--- src/rtl/kwd_pkg.sv ---
package kwd_pkg;
  localparam int unsigned KEY_W = 16;

  localparam logic [2:0] A_CTRL  = 3'd0;
  localparam logic [2:0] A_LOAD  = 3'd1;
  localparam logic [2:0] A_COUNT = 3'd2;
  localparam logic [2:0] A_TRIG  = 3'd3;
  localparam logic [2:0] A_KEY   = 3'd4;
  localparam logic [2:0] A_STAT  = 3'd5;
  localparam logic [2:0] A_IEN   = 3'd6;
  localparam logic [2:0] A_RUN   = 3'd7;

  localparam logic [KEY_W-1:0] KEY_ON_1  = 16'hBBBB;
  localparam logic [KEY_W-1:0] KEY_ON_2  = 16'h4444;
  localparam logic [KEY_W-1:0] KEY_OFF_1 = 16'hAAAA;
  localparam logic [KEY_W-1:0] KEY_OFF_2 = 16'h5555;

  typedef enum logic [1:0] {
    KS_IDLE    = 2'd0,
    KS_ARM_ON  = 2'd1,
    KS_ARM_OFF = 2'd2
  } key_state_t;
endpackage

--- src/rtl/kwd_keyseq.sv ---
module kwd_keyseq
  import kwd_pkg::*;
#(
  parameter int unsigned WORD_W = KEY_W
) (
  input  logic              clk,
  input  logic              rst,
  input  logic              key_wr,
  input  logic [WORD_W-1:0] key_word,
  output logic              run_q
);
  key_state_t state_q;
  key_state_t state_d;
  logic       run_d;

  // A first word always re-arms; anything else falls back to idle.
  function automatic key_state_t arm_of(input logic [WORD_W-1:0] w);
    if (w == KEY_ON_1)       return KS_ARM_ON;
    else if (w == KEY_OFF_1) return KS_ARM_OFF;
    else                     return KS_IDLE;
  endfunction

  always_comb begin
    state_d = state_q;
    run_d   = run_q;
    if (key_wr) begin
      unique case (state_q)
        KS_ARM_ON: begin
          if (key_word == KEY_ON_2) begin
            run_d   = 1'b1;
            state_d = KS_IDLE;
          end else begin
            state_d = arm_of(key_word);
          end
        end
        KS_ARM_OFF: begin
          if (key_word == KEY_OFF_2) begin
            run_d   = 1'b0;
            state_d = KS_IDLE;
          end else begin
            state_d = arm_of(key_word);
          end
        end
        default: state_d = arm_of(key_word);
      endcase
    end
  end

  always_ff @(posedge clk) begin
    if (rst) begin
      state_q <= KS_IDLE;
      run_q   <= 1'b0;
    end else begin
      state_q <= state_d;
      run_q   <= run_d;
    end
  end


  run_needs_key_chk: assert property (@(posedge clk) disable iff (rst)
    (run_q != $past(run_q)) |-> $past(key_wr));


  start_word_chk: assert property (@(posedge clk) disable iff (rst)
    $rose(run_q) |-> ($past(key_word) == KEY_ON_2));


  stop_word_chk: assert property (@(posedge clk) disable iff (rst)
    $fell(run_q) |-> ($past(key_word) == KEY_OFF_2));
endmodule

--- src/rtl/kwd_prescale.sv ---
module kwd_prescale #(
  parameter int unsigned PTV_W = 3
) (
  input  logic             clk,
  input  logic             rst,
  input  logic             clr,
  input  logic             adv,
  input  logic             pre_en,
  input  logic [PTV_W-1:0] ptv,
  output logic             tick
);
  localparam int unsigned DIV_W = 1 << PTV_W;

  logic [DIV_W-1:0] div_q;
  logic [DIV_W-1:0] div_mask;
  logic             at_end;

  // Terminal value is 2^(ptv+1)-1; a shift past the top wraps to all ones.
  assign div_mask = (DIV_W'(1) << ({1'b0, ptv} + 1'b1)) - DIV_W'(1);
  assign at_end   = (div_q == div_mask);
  assign tick     = adv && (!pre_en || at_end);

  always_ff @(posedge clk) begin
    if (rst || clr) begin
      div_q <= '0;
    end else if (adv && pre_en) begin
      div_q <= at_end ? '0 : div_q + 1'b1;
    end
  end


  no_back_to_back_tick_chk: assert property (@(posedge clk) disable iff (rst)
    (tick && pre_en) |=> (!tick || !pre_en));


  tick_needs_adv_chk: assert property (@(posedge clk) disable iff (rst)
    tick |-> adv);
endmodule

--- src/rtl/kwd_counter.sv ---
module kwd_counter #(
  parameter int unsigned DATA_W = 32,
  parameter int unsigned PTV_W  = 3
) (
  input  logic              clk,
  input  logic              rst,
  input  logic              tick,
  input  logic              trig,
  input  logic [DATA_W-1:0] stage_load,
  input  logic              stage_pre_en,
  input  logic [PTV_W-1:0]  stage_ptv,
  output logic [DATA_W-1:0] cnt_q,
  output logic              act_pre_en,
  output logic [PTV_W-1:0]  act_ptv,
  output logic              ovf
);
  assign ovf = tick && (cnt_q == {DATA_W{1'b1}});

  always_ff @(posedge clk) begin
    if (rst) begin
      cnt_q      <= '0;
      act_pre_en <= 1'b0;
      act_ptv    <= '0;
    end else if (trig || ovf) begin
      cnt_q      <= stage_load;
      act_pre_en <= stage_pre_en;
      act_ptv    <= stage_ptv;
    end else if (tick) begin
      cnt_q <= cnt_q + 1'b1;
    end
  end


  count_moves_on_tick_chk: assert property (@(posedge clk) disable iff (rst)
    (cnt_q != $past(cnt_q)) |-> $past(tick || trig));


  wrap_reload_chk: assert property (@(posedge clk) disable iff (rst)
    (ovf && !trig) |=> (cnt_q == $past(stage_load)));


  prescale_held_chk: assert property (@(posedge clk) disable iff (rst)
    !(trig || ovf) |=> $stable(act_ptv) && $stable(act_pre_en));
endmodule

--- src/rtl/kwd_wdog.sv ---
module kwd_wdog
  import kwd_pkg::*;
#(
  parameter int unsigned DATA_W = 32,
  parameter int unsigned ADDR_W = 3,
  parameter int unsigned PTV_W  = 3
) (
  input  logic              clk,
  input  logic              rst,
  input  logic              bus_we,
  input  logic              bus_re,
  input  logic [ADDR_W-1:0] bus_addr,
  input  logic [DATA_W-1:0] bus_wdata,
  output logic [DATA_W-1:0] bus_rdata,
  input  logic              emu_halt,
  output logic              irq_n
);
  localparam int unsigned PRE_EN_BIT = 1;
  localparam int unsigned PTV_LSB    = 2;
  localparam int unsigned FREE_BIT   = PTV_LSB + PTV_W;

  logic              ctl_pre_en;
  logic [PTV_W-1:0]  ctl_ptv;
  logic              ctl_free;
  logic [DATA_W-1:0] load_q;
  logic [DATA_W-1:0] trig_q;
  logic              stat_q;
  logic              ien_q;
  logic [DATA_W-1:0] rdata_q;
  logic              irq_n_q;

  logic              run_q;
  logic              adv;
  logic              tick;
  logic              ovf;
  logic              trig_hit;
  logic [DATA_W-1:0] cnt_q;
  logic              act_pre_en;
  logic [PTV_W-1:0]  act_ptv;
  logic [DATA_W-1:0] ctl_view;

  logic wr_ctrl, wr_load, wr_trig, wr_key, wr_stat, wr_ien;

  assign wr_ctrl  = bus_we && (bus_addr == A_CTRL);
  assign wr_load  = bus_we && (bus_addr == A_LOAD);
  assign wr_trig  = bus_we && (bus_addr == A_TRIG);
  assign wr_key   = bus_we && (bus_addr == A_KEY);
  assign wr_stat  = bus_we && (bus_addr == A_STAT);
  assign wr_ien   = bus_we && (bus_addr == A_IEN);
  assign trig_hit = wr_trig && (bus_wdata != trig_q);
  assign adv      = run_q && !(emu_halt && !ctl_free);

  kwd_keyseq #(.WORD_W(KEY_W)) u_keyseq (
    .clk      (clk),
    .rst      (rst),
    .key_wr   (wr_key),
    .key_word (bus_wdata[KEY_W-1:0]),
    .run_q    (run_q)
  );

  kwd_prescale #(.PTV_W(PTV_W)) u_prescale (
    .clk    (clk),
    .rst    (rst),
    .clr    (trig_hit),
    .adv    (adv),
    .pre_en (act_pre_en),
    .ptv    (act_ptv),
    .tick   (tick)
  );

  kwd_counter #(.DATA_W(DATA_W), .PTV_W(PTV_W)) u_counter (
    .clk          (clk),
    .rst          (rst),
    .tick         (tick),
    .trig         (trig_hit),
    .stage_load   (load_q),
    .stage_pre_en (ctl_pre_en),
    .stage_ptv    (ctl_ptv),
    .cnt_q        (cnt_q),
    .act_pre_en   (act_pre_en),
    .act_ptv      (act_ptv),
    .ovf          (ovf)
  );

  always_ff @(posedge clk) begin
    if (rst) begin
      ctl_pre_en <= 1'b0;
      ctl_ptv    <= '0;
      ctl_free   <= 1'b0;
      load_q     <= '0;
      trig_q     <= '0;
      ien_q      <= 1'b0;
    end else begin
      if (wr_ctrl) begin
        ctl_pre_en <= bus_wdata[PRE_EN_BIT];
        ctl_ptv    <= bus_wdata[PTV_LSB +: PTV_W];
        ctl_free   <= bus_wdata[FREE_BIT];
      end
      if (wr_load) load_q <= bus_wdata;
      if (wr_trig) trig_q <= bus_wdata;
      if (wr_ien)  ien_q  <= bus_wdata[0];
    end
  end

  // Overflow outranks a same-cycle clear.
  always_ff @(posedge clk) begin
    if (rst) begin
      stat_q <= 1'b0;
    end else if (ovf) begin
      stat_q <= 1'b1;
    end else if (wr_stat && bus_wdata[0]) begin
      stat_q <= 1'b0;
    end
  end

  always_ff @(posedge clk) begin
    if (rst) irq_n_q <= 1'b1;
    else     irq_n_q <= !(stat_q && ien_q);
  end

  always_comb begin
    ctl_view                        = '0;
    ctl_view[PRE_EN_BIT]            = ctl_pre_en;
    ctl_view[PTV_LSB +: PTV_W]      = ctl_ptv;
    ctl_view[FREE_BIT]              = ctl_free;
  end

  always_ff @(posedge clk) begin
    if (rst) begin
      rdata_q <= '0;
    end else if (bus_re) begin
      unique case (bus_addr)
        A_CTRL:  rdata_q <= ctl_view;
        A_LOAD:  rdata_q <= load_q;
        A_COUNT: rdata_q <= cnt_q;
        A_TRIG:  rdata_q <= trig_q;
        A_STAT:  rdata_q <= DATA_W'(stat_q);
        A_IEN:   rdata_q <= DATA_W'(ien_q);
        A_RUN:   rdata_q <= DATA_W'(run_q);
        default: rdata_q <= '0;
      endcase
    end
  end

  assign bus_rdata = rdata_q;
  assign irq_n     = irq_n_q;


  irq_follows_flags_chk: assert property (@(posedge clk) disable iff (rst)
    (stat_q && ien_q) |=> !irq_n);


  irq_idle_chk: assert property (@(posedge clk) disable iff (rst)
    !(stat_q && ien_q) |=> irq_n);


  stat_rise_chk: assert property (@(posedge clk) disable iff (rst)
    $rose(stat_q) |-> $past(ovf));


  stat_clear_chk: assert property (@(posedge clk) disable iff (rst)
    $fell(stat_q) |-> $past(wr_stat && bus_wdata[0] && !ovf));
endmodule

--- config.mk ---
export PLATFORM = sky130hd
export DESIGN_NAME = kwd_wdog
export DESIGN_NICKNAME = d
export VERILOG_FILES = /design/src/rtl/kwd_pkg.sv /design/src/rtl/kwd_keyseq.sv /design/src/rtl/kwd_prescale.sv /design/src/rtl/kwd_counter.sv /design/src/rtl/kwd_wdog.sv
export SDC_FILE = /design/constraint.sdc
export NUM_CORES = 1
export LEC_CHECK = 0
export BUFFER_PORTS_ARGS = -buffer_cell sky130_fd_sc_hd__buf_4
export CORE_ASPECT_RATIO = 0.5
export CORE_UTILIZATION = 55
export CTS_CLUSTER_DIAMETER = 60
export DETAILED_ROUTE_END_ITERATION = 10
export PLACE_DENSITY_LB_ADDON = 0.3
export SKIP_LAST_GASP = 1
export SYNTH_ARGS = -nofsm -noshare
export SYNTH_HDL_FRONTEND = slang
export SYNTH_SLANG_ARGS = --single-unit
--- constraint.sdc ---
create_clock -name clk -period 5.3 [get_ports clk]
set_input_delay 0.795 -clock clk [delete_from_list [all_inputs] [get_ports clk]]
set_output_delay 0.795 -clock clk [all_outputs]
set_load 0.02 [all_outputs]
; ---- Yosys cells after proc, flatten, opt, wreduce, memory -nomap -nowiden
; Index checks and enable logic that the tools add are counted.
; Widths: inputs -> output; s select.
[totals]
regBits = 151
[classes]
add_sub_neg = 4
n_eq_ne = 18
shifts = 1
mux = 14
n_reduce_logical = 26
[op_table]
columns = operator, n
row1 = $pmux 32 s7, 1
row2 = $mux 32, 2
row3 = $add 32x1->32 const B, 1
row4 = $eq 16x15->1 const B, 2
row5 = $eq 16x16->1 const B, 2
row6 = $eq 32x32->1 const B, 1
row7 = $ne 32x32->1, 1
row8 = $logic_and 1x1->1, 14
row9 = $eq 3x3->1 const B, 4
row10 = $add 8x1->8 const B, 1
row11 = $eq 8x8->1, 1
row12 = $mux 2, 4
row13 = $mux 8, 1
row14 = $shl 1x4->8 const A, 1
row15 = $sub 8x2->8 const B, 1
row16 = $eq 3x2->1 const B, 2
row17 = $reduce_bool 2->1, 3
row18 = $add 3x1->4 const B, 1
row19 = $logic_not 1->1, 4
row20 = $mux 1, 4
row21 = $ne 2x1->1 const B, 2
row22 = $pmux 2 s2, 1
row23 = $reduce_and 4->1, 1
row24 = $eq 3x1->1 const B, 1
row25 = 5 further kinds, 7

; ---- Longest topological paths before layout
; Gate-level depths: netlist of run 1.
[depth]
word_depth = 9
depth_mapped = 12

; ---- Modules after synthesis
; A second synthesis of run 1 with hierarchy kept.
[hier_totals]
cells_unflattened = 926
area_unflattened_um2 = 7971.4
[by_module_without_submodules]
columns = module, n_inst, cells_each, area_each_um2
row1 = kwd_wdog, 1, 572, 4820.9
row2 = kwd_counter, 1, 228, 2148.3
row3 = kwd_prescale, 1, 94, 738.2
row4 = kwd_keyseq, 1, 32, 264.0

; ---- Least setup slack after synthesis of run 1
; No wires, ideal clock.
[synth_timing]
path_kind = input port to flip-flop
startpoint = input port bus_addr[0]
endpoint = register u_counter.cnt_q[13]
setup_ns = 0.130
arrival_ns = 2.502
path_slack_ns = 2.668
cell_stages = 10
n_path_buf = 4
cell_sequence = buf_2 > nor2b_1 > and3_1 > clkbuf_1 > o31a_1 > clkbuf_1 > buf_2 > nor3_1 > a21oi_1 > o32ai_1
[synth_via]
elab_chain_len = 5
elab_cells_between_ends = 6
cone_classes = eq/ne: 1 / mux: 1 / reduce/logical: 4
[synth_rtl]
columns = item, line_no
row1 = "start, declared", kwd_wdog.sv:12  ; input logic [ADDR_W-1:0] bus_addr,
row2 = $eq 3x2->1 (*), kwd_wdog.sv:46  ; assign wr_trig = bus_we && (bus_addr == A_TRIG);
row3 = $logic_and 1x1->1 (*), kwd_wdog.sv:46
row4 = $logic_and 1x1->1 (*), kwd_wdog.sv:50  ; assign trig_hit = wr_trig && (bus_wdata != trig_q);
row5 = $logic_or 1x1->1 (*), kwd_counter.sv:24  ; end else if (trig || ovf) begin
row6 = $mux 32 or $reduce_bool 2->1 (tied branches), --
row7 = "end signal, assigned", kwd_counter.sv:25  ; cnt_q <= stage_load;
row8 = "end signal, assigned", kwd_counter.sv:29  ; cnt_q <= cnt_q + 1'b1;
row9 = "end, declared", kwd_counter.sv:12  ; output logic [DATA_W-1:0] cnt_q,
; Mark *: on every way between the ends. The rest lies on a longest branch, timed or not.
; A chain may end at the register's enable or synchronous reset.

; ---- Worst setup path after layout of run 1
[layout_timing]
startpoint = register u_counter.act_ptv[2]
endpoint = register u_counter.cnt_q[8]
[layout_via]
elab_chain_len = 9
elab_cells_between_ends = 10
cone_classes = add/sub: 2 / eq/ne: 1 / shift: 1 / mux: 1 / reduce/logical: 5
[layout_rtl]
columns = item, line_no
row1 = "start, declared", kwd_counter.sv:14  ; output logic [PTV_W-1:0] act_ptv,
row2 = "start signal, assigned", kwd_counter.sv:27  ; act_ptv <= stage_ptv;
row3 = $add 3x1->4 (*), kwd_prescale.sv:19  ; assign div_mask = (DIV_W'(1) << ({1'b0, ptv} + 1'b1)) - DIV_W'(1);
row4 = $shl 1x4->8 (*), kwd_prescale.sv:19
row5 = $sub 8x2->8 (*), kwd_prescale.sv:19
row6 = $eq 8x8->1 (*), kwd_prescale.sv:20  ; assign at_end = (div_q == div_mask);
row7 = $logic_or 1x1->1 (*), kwd_prescale.sv:21  ; assign tick = adv && (!pre_en || at_end);
row8 = $logic_and 1x1->1 (*), kwd_prescale.sv:21
row9 = $logic_and 1x1->1, kwd_counter.sv:17  ; assign ovf = tick && (cnt_q == {DATA_W{1'b1}});
row10 = $logic_or 1x1->1, kwd_counter.sv:24
row11 = $mux 32 or $reduce_bool 2->1 (tied branches), --
; Marks and branches as above.

==> results of run 1 <==
through the flow:
stage	instance area, µm²	power (µW)	hold WS, ps
finish	9050	2780	442
floorplan	7750	1280	381
detailed placement	8360	1370	417
global route	9050	2850	446
global placement	8360	1360	408
CTS	9050	2780	432
kinds of logic (layout without fill, tap and decap cells):
| kind of cell | Yosys count | count (layout) |
|---|---|---|
| buffers and inverters | 93 | 144 |
| other | 1 | 1 |
| AO/OA/AOI/OAI | 251 | 251 |
| multiplexers | 32 | 32 |
| flip-flops | 151 | 151 |
| adder cells (fa/ha/maj) | 5 | 5 |
| AND/OR/NAND/NOR | 396 | 396 |
| XOR/XNOR | 43 | 43 |
power by group through the flow:
stage	Clock, µW	Sequential (µW)	Combinational [µW]
final	1430	1160	182
after detailed placement	0	1190	177
after global routing	1490	1160	193
after floorplan	0	1190	98.0
after CTS	1440	1160	178
after global placement	0	1190	175
cells in the mapped netlist (all sizes together) (7+ instances only):
| cell type | instances | share of area, % |
|---|---|---|
| a21oi | 122 | 8.0 |
| a22o | 27 | 3.1 |
| and2 | 13 | 1.1 |
| and3 | 7 | 0.56 |
| and4 | 9 | 1.0 |
| buf | 12 | 0.95 |
| clkbuf | 53 | 2.6 |
| dfxtp | 151 | 39 |
| inv | 28 | 1.4 |
| mux2 | 13 | 1.9 |
| mux2i | 14 | 1.8 |
| nand2 | 173 | 8.4 |
| nand3 | 16 | 1.0 |
| nand4 | 22 | 1.8 |
| nor2 | 70 | 3.4 |
| nor2b | 40 | 3.2 |
| nor3 | 18 | 1.2 |
| nor4 | 14 | 1.1 |
| o21ai | 33 | 2.1 |
| o32ai | 9 | 1.0 |
| xnor2 | 7 | 0.79 |
| xor2 | 36 | 4.1 |
worst paths after layout:
kind | endpoint | cells after the start | startpoint
worst min-delay path | irq_n | 1 | stat_q
worst max-delay path | u_counter.cnt_q[8] | 10 | u_counter.act_ptv[2]
worst max register to register | u_counter.cnt_q[8] | 10 | u_counter.act_ptv[2]
worst min register to register | irq_n | 1 | stat_q
registers in the layout, summed over array words and instances (netlist names):
signal                count
irq_n                     1
bus_rdata                32
u_keyseq.run_q            1
trig_q                   32
u_counter.act_ptv         3
u_counter.cnt_q          32
u_keyseq.state_q          2
u_prescale.div_q          8
ctl_ptv                   3
load_q                   32
ien_q                     1
stat_q                    1
ctl_free                  1
u_counter.act_pre_en      1
ctl_pre_en                1
worst reg2reg max path, cell delays in order (launching register included):
cell,delay (ps)
dfxtp_1,550
inv_1,180
nand2_1,100
ha_1,230
nor3_1,70
a21oi_1,120
o2111ai_1,210
o41ai_4,890
nand4_1,680
o21ai_0,460
nor3_2,80
per-layer routing:
layer,vias up,global-route usage [%],wire [µm]
li1,3506,-,-
met1,3605,48.7,10900
met2,408,49.8,10200
met3,37,8.21,2670
met4,0,9.34,259
met5,-,0,0
cell usage in the layout (no fill, tap or decap), drive strengths merged, types with 14 or more instances in the layout:
cell	count
clkbuf	19
nor2b	40
inv	31
xor2	36
nand4	22
nor4	14
nor3	18
mux2i	14
buf	84
a22o	27
nand3	16
o21ai	33
a21oi	122
nor2	70
dfxtp	151
nand2	173
cell type report:
type | count | area, µm²
fill | 1167 | 4610
multi-input combinational | 728 | 4360
sequential | 151 | 3020
timing repair buffer | 84 | 631
clock buffer | 19 | 453
tap | 192 | 240
clock inverter | 13 | 239
inverter | 28 | 105
==> run_results.csv, run 1 <==
group,metric,value,unit
final_layout,n_antenna_cell,0,
pwr,p_sw,653,µW
sta,finalCritPeriodShare,69.7,%
critical_path,required,5600,ps
drt,drt_iter0_drc,916,
critical_path,start_kind,"flip-flop",
clock_tree,htree_levels,4,
final_layout,utilization,66.2,%
final_layout,stdcell_count,1215,
drt,antenna_left,0,
critical_path,cpMaxStageDelayCell,"o41ai_4",
pwr,sequentialPowerShare,41.9,%
critical_path,critPathMaxFanout,12,
die,die_w,170,µm
job,cap_violations,0,
synth,syn-instance-count,972,
critical_path,worstPathArrival,4000,ps
synth,yosysSeqAreaShare,39.0,%
drt,first_pass_iters,5,
synth,synthFlopType,"dfxtp_1",
sta,rsz0062_at_grt,"no",
global_routing,grt_first_pass_wirelength,38.1,mm
synth,synthXorXnorAreaFrac,4.86,%
global_routing,first_global_vias,6975,
critical_path,end_kind,"flip-flop",
sta,max_freq,271,MHz
sta,fin_crit,3700,ps
synth,synth_top_family_by_area,"simple AND/OR/NAND/NOR gates",
die,dieHeight,85.9,µm
synth,yosysUniqueCellTypes,70,
drt,wl_per_cell,19.7,µm
synth,synth-simple-area-share,24.2,%
sta,clock-skew-final,11.2,ps
placement,preCtsSetupSlack,1500,ps
global_routing,grt.overflow.total,0,
clock_tree,cts-resized-gates,0,
status,status,"finished, final reports clean",
final_layout,nets,1055,
clock_tree,cts_tree,"done",
final_layout,syn2layout_area_growth,16.8,%
critical_path,slowest_delay,880,ps
synth,synth_nets,1017,
placement,placed_cells,1183,
critical_path,setup.worst_path.class,"flip-flop to flip-flop",
die,core_area,13700,µm²
clock_tree,holdBufCountCts,0,
synth,syn-cell-area,7750,µm²
synth,ys_seq_elements,151,
die,pin_count,73,
final_layout,drive_above_1_share,14.6,%
global_routing,groute.usage.overall,33.8,%
clock_tree,cts_root_buf,"clkbuf_16",
drt,drc,0,
global_routing,antenna_found_initial,1,
clock_tree,cts_sinks,151,
pwr,p_per_area,307,nW/µm²
die,start_util,56.7,%
drt,via_per_inst,6.22,
critical_path,path_buf_inv,1,
pwr,swShare,23.5,%
sta,tightest_slew,1220,ps
synth,synth_compound_area_share,21.0,%
synth,synthMuxAreaShare,5.15,%
critical_path,path_cells,"inv_1 > nand2_1 > ha_1 > nor3_1 > a21oi_1 > o2111ai_1 > o41ai_4 > nand4_1 > o21ai_0 > nor3_2",
sta,report.final.hold_viol_count,0,
critical_path,rrSetupSlack,1600,ps
drt,vias,7556,
sta,relSlewSlack,18.8,%
pwr,power.leakage,0.00333,µW
synth,synth_async_sr_flop_share,0,%
clock_tree,clk_pin_slew,70,ps
sta,drv_slew,0,
clock_tree,ctsLongestPathBuffers,2,
die,dieArea,14600,µm²
critical_path,cpLargestDelayFamily,"compound AO/OA/AOI/OAI gates",
sta,setup_tns,0,ps
pwr,p_comb_share,6.6,%
pwr,ir_drop,0.255,mV
clock_tree,postCtsSetupBuffers,0,
placement,gp_congestion,1.01,
placement,portBuffers,72,
hold_path,min_path_type,"flip-flop to flip-flop",
placement,dpl.hpwl,15.9,mm
clock_tree,cts_made_buffers,17,
die,rows,30,
synth,synthAdderAreaFrac,0.807,%
pwr,intPower,2120,µW
sta,finalSetupViolCount,0,
drt,drt-total-wl,24.0,mm
synth,synth-edff-count,0,
synth,avgSynthCellArea,7.97,µm²
pwr,p_clk_share,51.6,%
synth,ys_warn_count,0,
sta,layout_setup_ws,1600,ps
clock_tree,clkLatencyLatePin,430,ps
global_routing,grt_max_degree,69,
Power figures use the tool's default switching activity.
==> run 2: changes to the inputs <==
--- a/config.mk
+++ b/config.mk
@@ -5,6 +5,7 @@
 export SDC_FILE = /design/constraint.sdc
 export NUM_CORES = 1
 export LEC_CHECK = 0
+export ABC_AREA = 1
 export BUFFER_PORTS_ARGS = -buffer_cell sky130_fd_sc_hd__buf_4
 export CORE_ASPECT_RATIO = 0.5
 export CORE_UTILIZATION = 55
==> constraint.sdc (replaced) <==
create_clock -name clk -period 3.6 [get_ports clk]
set_input_delay 0.54 -clock clk [delete_from_list [all_inputs] [get_ports clk]]
set_output_delay 0.54 -clock clk [all_outputs]
set_load 0.02 [all_outputs]
==> run 2 against run 1 <==
Final area grew 1.5%. Power grew 36%. Cell count grew 20%. Via count grew 11%. Clock power grew 21%. Largest power group is now registers. Critical endpoint is now u_counter.cnt_q[31]. Clock-buffer cell count shrank 1. Clock skew shrank 1.1 ps. Global-route usage shrank 0.93 points.
==> run_results.csv, run 2 <==
group,metric,value,unit
placement,portBuffers,72,
job,cap_violations,0,
critical_path,start_kind,"flip-flop",
synth,synth_top_family_by_area,"simple AND/OR/NAND/NOR gates",
synth,synthAdderAreaFrac,0.775,%
final_layout,syn2layout_area_growth,13.8,%
clock_tree,ctsLongestPathBuffers,2,
clock_tree,cts_sinks,151,
sta,finalCritPeriodShare,85.4,%
placement,dpl.hpwl,17.5,mm
global_routing,grt_max_degree,48,
synth,synth_compound_area_share,17.0,%
pwr,sequentialPowerShare,46.0,%
pwr,p_comb_share,8.2,%
drt,antenna_left,0,
die,dieHeight,87.6,µm
status,status,"finished, final reports clean",
sta,max_freq,325,MHz
final_layout,drive_above_1_share,10.6,%
drt,drt_iter0_drc,1004,
die,pin_count,73,
critical_path,critPathMaxFanout,40,
clock_tree,cts_made_buffers,17,
drt,via_per_inst,5.75,
final_layout,mostFrequentLayoutCells,"nand2_1 (291), dfxtp_1 (151), inv_1 (132), a21oi_1 (119), nor2_1 (107)",
synth,synthXorXnorAreaFrac,4.13,%
synth,synth_top_area_share,37.5,%
synth,synthFlopType,"dfxtp_1",
final_layout,fillers,1244,
sta,tightest_slew,1150,ps
pwr,p_per_area,413,nW/µm²
synth,yosysUniqueCellTypes,42,
global_routing,grt.overflow.total,0,
pwr,p_clk_share,45.8,%
synth,synth_most_common_cell,"nand2_1",
drt,first_pass_iters,6,
drt,wl_per_cell,16.6,µm
clock_tree,htree_levels,4,
pwr,p_sw,966,µW
die,rows,30,
synth,synthMuxAreaShare,0,%
synth,synth_nets,1263,
pwr,intPower,2830,µW
global_routing,groute.usage.overall,32.8,%
clock_tree,postCtsSetupBuffers,0,
hold_path,min_path_type,"input pin to flip-flop",
final_layout,n_antenna_cell,0,
sta,setup_tns,0,ps
critical_path,rr_worst_depth,14,
hold_path,worstHoldPathCells,3,
sta,finalSetupViolCount,0,
synth,avgSynthCellArea,6.62,µm²
synth,synth-edff-count,0,
drt,drt-total-wl,24.3,mm
clock_tree,holdBufCountCts,0,
critical_path,worstPathArrival,3360,ps
clock_tree,clk_pin_slew,60,ps
die,dieArea,15200,µm²
sta,drv_slew,0,
die,core_area,13900,µm²
synth,yosys-top-cells-area,"dfxtp_1 (37%), nand2_1 (14%), a21oi_1 (7.4%)",
synth,ys_seq_elements,151,
drt,drc,0,
critical_path,setup.worst_path.class,"flip-flop to flip-flop",
synth,yosysTopAreaCell,"dfxtp_1",
sta,rsz0062_at_grt,"no",
pwr,ir_drop,0.293,mV
final_layout,layout_commonest_cell,"nand2_1",
pwr,power.leakage,0.00366,µW
placement,gp_congestion,0.917,
sta,report.final.hold_viol_count,0,
synth,syn-instance-count,1218,
global_routing,first_global_vias,7726,
synth,synth-simple-area-share,30.4,%
pwr,swShare,25.5,%
sta,clock-skew-final,10.1,ps
drt,vias,8407,
critical_path,required,3880,ps
die,die_w,173,µm
global_routing,grt_first_pass_wirelength,39.3,mm
global_routing,antenna_found_initial,0,
clock_tree,cts_root_buf,"clkbuf_16",
die,start_util,57.9,%
final_layout,stdcell_count,1461,
synth,yosysSeqAreaShare,37.5,%
synth,ys_warn_count,0,
synth,synth_async_sr_flop_share,0,%
sta,fin_crit,3070,ps
sta,relSlewSlack,23.1,%
clock_tree,cts-resized-gates,0,
synth,syn-cell-area,8070,µm²
clock_tree,clkLatencyLatePin,420,ps
clock_tree,cts_tree,"done",
placement,placed_cells,1431,
synth,yosys-top-cells-count,"nand2_1 (291), dfxtp_1 (151), inv_1 (133)",
final_layout,nets,1303,
critical_path,end_kind,"flip-flop",
pwr,finalPower,3790,µW
-- run 2: cell count changes after synthesis, moves of 10 or more --
cell      delta
nand2_1    +118
inv_1      +105
nand3_1     +80
o21ai_0     +68
nor2b_1     -40
nor2_1      +37
a22o_1      -27
clkbuf_1    -18
xor2_1      -15
mux2i_1     -14
and2_1      -12
mux2_2      -12
a22oi_1     +10
xnor2_1     +10
-- run 2: layer usage --
| layer | up-vias | GRT usage [%] | wire, µm |
|---|---|---|---|
| met5 | - | 0 | 0 |
| met4 | 0 | 11.0 | 532 |
| met3 | 56 | 7.34 | 2000 |
| met2 | 389 | 54.6 | 10800 |
| met1 | 3915 | 42.8 | 11000 |
| li1 | 4047 | - | - |
-- run 2: through the flow --
stage | hold slack (ps) | instance area (µm²) | setup WS, ps | util, %
finish | 368 | 9190 | 526 | 66.0
global route | 374 | 9190 | 385 | 66.0
CTS | 363 | 9190 | 624 | 66.0
detailed placement | 419 | 8620 | 403 | 61.9
global placement | 418 | 8620 | 442 | 61.9
floorplan | 383 | 8070 | 1580 | -
-- run 2: worst max-delay path: stages (launching register included) --
cell and delay, ps:
dfxtp_1 420, nor2_2 160, nand2_1 80, ha_1 290, o21ai_0 70, a21oi_1 120, nand2_1 60, nor2_1 140
nand3_2 110, nand2_2 110, nand2_1 80, nand2_2 580, inv_2 410, nand2_1 200, a21oi_1 100
-- run 2: path summary, 6_finish.rpt --
path                          to                  from  slack, ps
max          u_counter.cnt_q[31]  u_counter.act_ptv[2]        530
min                   trig_q[16]         bus_wdata[16]        370
max reg2reg  u_counter.cnt_q[31]  u_counter.act_ptv[2]        530
min reg2reg                irq_n                stat_q        430
-- run 2: cells by family (layout without fill, tap and decap cells) --
group,count (synthesis),in the layout
flops,151,151
xor+xnor,38,38
compound gates,256,256
buf+inv,201,252
simple gates,566,566
fa+ha+maj,5,5
other cells,1,1
-- run 2: layout make-up --
class / count / area, µm² / share of cell area [%]
clock inverters: 12 / 131 / 1.43
flip-flops and latches: 151 / 3020 / 32.9
repair buffers: 81 / 608 / 6.62
clock buffers: 18 / 429 / 4.67
multi-input cells: 866 / 4220 / 46.0
well taps: 192 / 240 / 2.62
inverters: 141 / 529 / 5.76
-- run 2: power by group through the flow --
| stage | Clock (µW) | Sequential (µW) | Combinational (µW) |
|---|---|---|---|
| after floorplan | 0 | 1770 | 194 |
| after global placement | 0 | 1780 | 296 |
| after detailed placement | 0 | 1780 | 302 |
| after CTS | 1740 | 1740 | 304 |
| after global routing | 1820 | 1750 | 341 |
| final | 1730 | 1750 | 312 |
